===== config.mk =====
export PLATFORM = sky130hd
export DESIGN_NAME = alu_exec
export DESIGN_NICKNAME = d
export VERILOG_FILES = /design/src/rtl/alu_exec_pkg.sv /design/src/rtl/alu_addsub.sv /design/src/rtl/alu_shifter.sv /design/src/rtl/alu_logic.sv /design/src/rtl/alu_compare.sv /design/src/rtl/alu_exec.sv
export SDC_FILE = /design/constraint.sdc
export NUM_CORES = 1
export LEC_CHECK = 0
export BUFFER_PORTS_ARGS = -buffer_cell sky130_fd_sc_hd__buf_2
export CORE_MARGIN = 2
export CORE_UTILIZATION = 40
export DETAILED_ROUTE_END_ITERATION = 8
export MAX_ROUTING_LAYER = met4
export PLACE_DENSITY = 0.57
export SLEW_MARGIN = 20
export SYNTH_ARGS = -nofsm -noshare
export SYNTH_HDL_FRONTEND = slang
export SYNTH_HIERARCHICAL = 1
export SYNTH_SLANG_ARGS = --single-unit

===== constraint.sdc =====
create_clock -name clk -period 0.8 [get_ports clk]
set_input_delay 0.08 -clock clk [delete_from_list [all_inputs] [get_ports clk]]
set_output_delay 0.08 -clock clk [all_outputs]
set_load 0.02 [all_outputs]

===== src/rtl/alu_exec_pkg.sv =====
package alu_exec_pkg;

    localparam int OP_W = 4;

    typedef enum logic [OP_W-1:0] {
        OP_ADD  = 4'd0,
        OP_ADDU = 4'd1,
        OP_SUB  = 4'd2,
        OP_SUBU = 4'd3,
        OP_AND  = 4'd4,
        OP_OR   = 4'd5,
        OP_XOR  = 4'd6,
        OP_NOR  = 4'd7,
        OP_SLL  = 4'd8,
        OP_SRA  = 4'd9,
        OP_SLLV = 4'd10,
        OP_SRAV = 4'd11,
        OP_SLT  = 4'd12,
        OP_SLTU = 4'd13,
        OP_LUI  = 4'd14
    } alu_op_e;

endpackage


===== src/rtl/alu_addsub.sv =====
module alu_addsub #(
    parameter int W = 32
) (
    input  logic [W-1:0] a,
    input  logic [W-1:0] b,
    input  logic         sub,
    output logic [W-1:0] sum,
    output logic         ovf
);
    logic [W-1:0] b_inv;

    // Subtraction is a + ~b + 1; the sign test uses the inverted operand.
    assign b_inv = sub ? ~b : b;
    assign sum   = a + b_inv + {{(W-1){1'b0}}, sub};
    assign ovf   = (a[W-1] == b_inv[W-1]) && (sum[W-1] != a[W-1]);
endmodule


===== src/rtl/alu_shifter.sv =====
module alu_shifter #(
    parameter int W  = 32,
    parameter int SW = $clog2(W)
) (
    input  logic [W-1:0]  val,
    input  logic [SW-1:0] amt,
    input  logic          left,
    output logic [W-1:0]  y
);
    logic [W-1:0] stg [SW+1];

    assign stg[0] = val;

    // Log-depth barrel: stage i moves by 2**i when amt[i] is set.
    for (genvar i = 0; i < SW; i++) begin : g_stage
        logic [W-1:0] moved;
        assign moved = left ? (stg[i] << (2**i))
                            : W'($signed(stg[i]) >>> (2**i));
        assign stg[i+1] = amt[i] ? moved : stg[i];
    end

    assign y = stg[SW];
endmodule


===== src/rtl/alu_logic.sv =====
module alu_logic #(
    parameter int W = 32
) (
    input  logic [W-1:0] a,
    input  logic [W-1:0] b,
    input  logic [1:0]   sel,
    output logic [W-1:0] y
);
    always_comb begin
        case (sel)
            2'd0:    y = a & b;
            2'd1:    y = a | b;
            2'd2:    y = a ^ b;
            default: y = ~(a | b);
        endcase
    end
endmodule


===== src/rtl/alu_compare.sv =====
module alu_compare #(
    parameter int W = 32
) (
    input  logic [W-1:0] a,
    input  logic [W-1:0] b,
    input  logic         uns,
    output logic         lt
);
    assign lt = uns ? (a < b) : ($signed(a) < $signed(b));
endmodule


===== src/rtl/alu_exec.sv =====
module alu_exec
    import alu_exec_pkg::*;
#(
    parameter int DATA_W = 32,
    parameter int IMM_W  = 16,
    localparam int SH_W  = $clog2(DATA_W)
) (
    input  logic              clk,
    input  logic              rst_n,
    input  logic [OP_W-1:0]   op_sel,
    input  logic [DATA_W-1:0] op_a,
    input  logic [DATA_W-1:0] op_b,
    input  logic [SH_W-1:0]   shamt,
    output logic [DATA_W-1:0] result_q,
    output logic              ovf_q
);
    typedef struct packed {
        logic [DATA_W-1:0] result;
        logic              ovf;
    } alu_state_t;

    alu_state_t state_d, state_q;
    alu_op_e    op_e;

    logic [DATA_W-1:0] as_sum, lg_y, sh_y;
    logic [SH_W-1:0]   sh_amt;
    logic              as_ovf, as_sub, sh_left, var_amt, cmp_lt;

    assign op_e    = alu_op_e'(op_sel);
    assign as_sub  = (op_e == OP_SUB) || (op_e == OP_SUBU);
    assign sh_left = (op_e == OP_SLL) || (op_e == OP_SLLV);
    assign var_amt = (op_e == OP_SLLV) || (op_e == OP_SRAV);
    assign sh_amt  = var_amt ? op_b[SH_W-1:0] : shamt;

    alu_addsub #(.W(DATA_W)) u_addsub (
        .a(op_a), .b(op_b), .sub(as_sub), .sum(as_sum), .ovf(as_ovf)
    );

    alu_logic #(.W(DATA_W)) u_logic (
        .a(op_a), .b(op_b), .sel(op_sel[1:0]), .y(lg_y)
    );

    alu_shifter #(.W(DATA_W), .SW(SH_W)) u_shift (
        .val(op_a), .amt(sh_amt), .left(sh_left), .y(sh_y)
    );

    alu_compare #(.W(DATA_W)) u_cmp (
        .a(op_a), .b(op_b), .uns(op_e == OP_SLTU), .lt(cmp_lt)
    );

    always_comb begin
        state_d = '0;
        case (op_e)
            OP_ADD, OP_SUB: begin
                state_d.result = as_sum;
                state_d.ovf    = as_ovf;
            end
            OP_ADDU, OP_SUBU:
                state_d.result = as_sum;
            OP_AND, OP_OR, OP_XOR, OP_NOR:
                state_d.result = lg_y;
            OP_SLL, OP_SRA, OP_SLLV, OP_SRAV:
                state_d.result = sh_y;
            OP_SLT, OP_SLTU:
                state_d.result = {{(DATA_W-1){1'b0}}, cmp_lt};
            OP_LUI:
                state_d.result = {op_b[IMM_W-1:0], {(DATA_W-IMM_W){1'b0}}};
            default: state_d = '0;
        endcase
    end

    always_ff @(posedge clk or negedge rst_n) begin
        if (!rst_n) state_q <= '0;
        else        state_q <= state_d;
    end

    assign result_q = state_q.result;
    assign ovf_q    = state_q.ovf;
endmodule


== Yosys cells after proc, flatten, opt, wreduce, memory -nomap -nowiden ==
Cells that the tools add are included.

* Input port bits: 75
* Register bits: 33
* Memory bits (read-only): 0
* Output and inout bits: 33
* Bits in latches: 0
* Memory bits (writable): 0
* Memories: 0

* Bitwise logic cells: 5
* Add/subtract/negate cells: 2
* Shifts and indexed selects: 0
* Equal/unequal tests: 18
* Mux-type cells: 16
* Magnitude comparators: 2
* $mul: 0
* Reduce and logical (&&, ||, !) cells: 11
* Divide/modulo/power cells: 0

{| class="wikitable"
|+ Operators by type and width
! kind !! count
|-
| two-way mux 32 bit || 11
|-
| case mux 32 bit (5 select lines) || 1
|-
| case mux 32 bit (3 select lines) || 1
|-
| < comparator 32 bit || 2
|-
| inverter 32 bit || 2
|-
| adder 32 x 1 -> 32 bit || 1
|-
| adder 32 bit || 1
|-
| bitwise AND 32 bit || 1
|-
| bitwise OR 32 bit || 1
|-
| XOR 32 bit || 1
|-
| equality test 4 bit (second input constant) || 7
|-
| equality test 4 x 3 -> 1 bit (second input constant) || 4
|-
| OR reduction 4 bit || 3
|-
| equality test 4 x 2 -> 1 bit (second input constant) || 2
|-
| two-way mux 5 bit || 1
|-
| equality test 4 x 1 -> 1 bit (second input constant) || 1
|-
| zero test 4 bit || 1
|-
| OR reduction 2 bit || 2
|-
| logical OR 1 bit || 3
|-
| equality test 2 x 1 -> 1 bit (second input constant) || 1
|-
| equality test 2 bit (second input constant) || 1
|-
| zero test 2 bit || 1
|-
| two-way mux 1 bit || 2
|-
| equality test 1 bit || 1
|-
| other kinds (2) || 2
|}

== Logic depth before layout (Yosys ltp) ==
* Depth in word-level cells: 13
* Depth in mapped cells: 19
* Gate-level depth less buffers: 15

== Cells and area by module ==
The synthesis kept the hierarchy.

{| class="wikitable"
|+ Modules (own cells, without submodules)
! module !! area each (um2) !! cells each !! sequential area each (um2) !! times used
|-
| alu_shifter || 3896.2 || 567 || 0.0 || 1
|-
| alu_logic || 2242.2 || 306 || 0.0 || 1
|-
| alu_addsub || 2090.8 || 299 || 0.0 || 1
|-
| alu_exec || 1627.8 || 149 || 825.8 || 1
|-
| alu_compare || 778.2 || 110 || 0.0 || 1
|}

== Worst setup path after synthesis ==
OpenSTA, ideal clock, no wires.

* Path kind: input to register
* Start point: in op_sel[2]
* End point: reg state_q, in the netlist result_q[26]
* Stages on the path: 19
* Required time: 670 ps
* Library setup time: 130 ps
* Buffers on the path: 4
* Path slack: -3082 ps
* Data arrival time: 3752 ps
* Path through: inv_1 > ha_1 > buf_2 > clkbuf_1 > and2_1 > clkbuf_1 > buf_1 > xor2_1 > inv_1 > fa_1 > nor2b_1 > o31a_1 > o211ai_2 > o211ai_1 > o21ai_1 > o311ai_1 > xor2_1 > a222oi_1 > o21ai_0

{| class="wikitable"
|+ RTL lines
! element !! RTL line !! RTL
|-
| start: declaration || alu_exec.sv:10 || <nowiki>input logic [OP_W-1:0] op_sel,</nowiki>
|-
| end signal: assignment || alu_exec.sv:74 || <nowiki>else state_q <= state_d;</nowiki>
|-
| end: declaration || alu_exec.sv:22 || <nowiki>alu_state_t state_d, state_q;</nowiki>
|}

==> flow_summary.ini <==
[run_status]
outcome = complete, but fails checks
violations = negative setup slack

[detailed_routing]
vias_per_cell = 5.74
num_vias = 13000
route.detailed.drc = 0
detail-route-antenna-nets = 0
drt_iter0_markers = 1176
routed_wl_um = 50000
routedWlPerCell_um = 22.0
drt_first_pass_iters = 6

[logic_synthesis]
syn_nets = 1637
synth_cells = 1431
async_flop_share = 1.00
ys.flop_type = dfrtp_1
yosys.cell_types.count = 87
netlist_area_um2 = 10600
yosysTopAreaCell = ha_1
ys_top_cells_by_area = ha_1 (15%), dfrtp_1 (7.8%), nand2_1 (6.1%)
synth_common_cells = nand2_1 (174), ha_1 (130), inv_1 (122), nor2_1 (104), o21ai_0 (102)
yosysTopAreaCellShare = 0.153
synth_edf_count = 0
syn_area_per_cell_um2 = 7.43
synthMostInstantiatedCell = nand2_1
seq_area_frac_synth = 0.0776
synth-seq-cells = 33
synth_warnings = 6

[final_layout]
nets = 2141
final_area_um2 = 16600
drive_above_1_share = 0.428
multi_input_area_um2 = 9710
fill_cells = 2335
final_cells = 2271
area_growth_pct = 55.9
regArea_um2 = 826
n_antenna_cell = 0

[sta]
fin_crit_ns = 3.20
max_slew_margin = 0.316
fin_crit_sh = 4.00
fmax_mhz = 313
setup_tns_ns = -75.80
hold_violations = 0
tightest_slew_ns = 1.00
holdWs_ns = 0.131
maxSlewViolCount = 0
setup_violations = 66
finalWorstSetupSlack_ns = -2.40
rsz0062_at_grt = true

[cts]
cts_tree = done
cts_root_buf = clkbuf_16
clk_pin_slew_ns = 0.06
cts_buffers = 5
clock_sinks = 33
clk_path_buf_depth = 2
htree_levels = 2

[worst_setup_path]
cp_max_fo = 6
endpoint_kind = register
path_class = primary input to register
worst_ep_arrival_time_ns = 3.35
cp-start-kind = primary input
worstPathRequired_ns = 0.95

[die]
coreArea_um2 = 26100
rows = 59
die_area_um2 = 27900
initial_core_util = 0.408
die_x_um = 167
io_pins = 108
die_y_um = 167

[place]
dpl_cell_area_um2 = 14700
gp_congestion = 1.01
io_buffer_count = 107
dpl.cell_count = 2212
dpl.hpwl_um = 39800

[global_routing]
grt_pass1_wl_um = 75600
gr-total-overflow = 0
grt_max_degree = 67
antenna_found_initial = 0
grt_usage = 0.358
grt_pass1_vias = 12600

[job]
maxCapViolCount = 0

[power_and_ir_drop]
leakage_nw = 8.05
power_density_nw_per_um2 = 1120
max-vdd-ir-drop_v = 0.000901
total_power_mw = 18.5

[hold_path]
min_delay_path_depth = 3
hold_path_class = primary input to register
[worst max-delay path: stages]
cell,delay (ns)
buf_12,0.10
inv_12,0.03
ha_4,0.17
and2_4,0.22
buf_4,0.18
xor2_1,0.16
ha_1,0.37
buf_4,0.16
nand3_1,0.08
a21boi_1,0.25
o21ai_1,0.12
o211ai_1,0.18
buf_4,0.19
o21ai_4,0.08
buf_4,0.17
o311ai_2,0.22
xor2_1,0.12
a222oi_1,0.32
o21ai_0,0.14
[cell type report]
type,instances,share of cell area
Sequential cell,33,0.0498
Clock buffer,6,0.00837
Timing Repair Buffer,597,0.299
Tap cell,335,0.0253
Inverter,124,0.0298
Clock inverter,2,0.00226
Multi-Input combinational cell,1174,0.586
[metal layers]
metal | up-vias | wire length [µm] | track usage
li1 | 6233 | - | -
met1 | 6353 | 21500 | 0.452
met2 | 388 | 24700 | 0.607
met3 | 71 | 2330 | 0.0323
met4 | 0 | 1420 | 0.105
met5 | - | 0 | -
[state kept, by name, indices dropped and copies added (netlist names)]
signal,count
result_q,32
ovf_q,1
[cells by family (layout without fill, tap and decap cells)]
group,Yosys count,after routing,synth area share
and+or+nand+nor,410,411,0.176
adders and majority gates,131,131,0.155
AOI/OAI and AO/OA,430,430,0.271
muxes,142,142,0.174
xor gates and xnor gates,60,60,0.0494
DFF,33,33,0.0776
buffers and inverters,225,729,0.0973
[cell usage in the layout (no fill, tap or decap), types with 6 or more instances in the layout]
cell type / count
inv_1: 119
nor2b_4: 6
mux4_2: 19
a21o_1: 14
mux2_2: 15
a311oi_1: 6
nand2b_1: 17
mux2i_1: 49
xor2_1: 42
nand2_2: 11
a31oi_1: 10
nand3_1: 25
a222oi_1: 32
o21ai_0: 75
dfrtp_1: 33
xnor2_1: 17
o21ai_1: 46
buf_12: 23
a211o_1: 6
a21oi_2: 9
nor2b_1: 10
buf_2: 71
a211oi_1: 15
ha_1: 127
nand2_1: 158
a21oi_1: 71
o22ai_1: 10
a211oi_2: 6
nor3_1: 14
buf_6: 66
o21bai_1: 8
o211ai_1: 16
buf_4: 428
o21ai_2: 13
nand4_1: 11
nor2_1: 99
o21a_1: 8
mux2_4: 51
o31ai_1: 6
and2_1: 8
[path summary, 6_finish.rpt]
kind,from,endpoint,slack (ns)
max in group asynchronous,rst_n,result_q[31]$_DFF_PN0_,0.18
hold / removal,op_b[0],result_q[16]$_DFF_PN0_,0.13
setup / recovery,op_sel[3],result_q[26]$_DFF_PN0_,-2.40
min in group asynchronous,rst_n,result_q[8]$_DFF_PN0_,0.19
[stage by stage]
stage / setup WS [ns] / util
floorplan: -2.54 / -
global placement: -2.87 / 0.563
detailed placement: -2.87 / 0.563
CTS: -2.28 / 0.614
global route: -2.52 / 0.636
finish: -2.40 / 0.636
[report_power, final]
group	total (mW)	internal [mW]	switching [mW]
logic	14.1	6.76	7.29
registers	2.10	1.92	0.181
clock network	2.36	1.56	0.807
total	18.5	10.2	8.28
[timing repair]
item	CTS	global route
gates resized for setup	214	97
hold endpoints to repair	33	0
buffers inserted	27	23
setup endpoints to repair	66	66
cloned	5	0
pin swaps	64	71
hold buffers	1	0
Note: power is estimated with default switching activity, not from simulation.
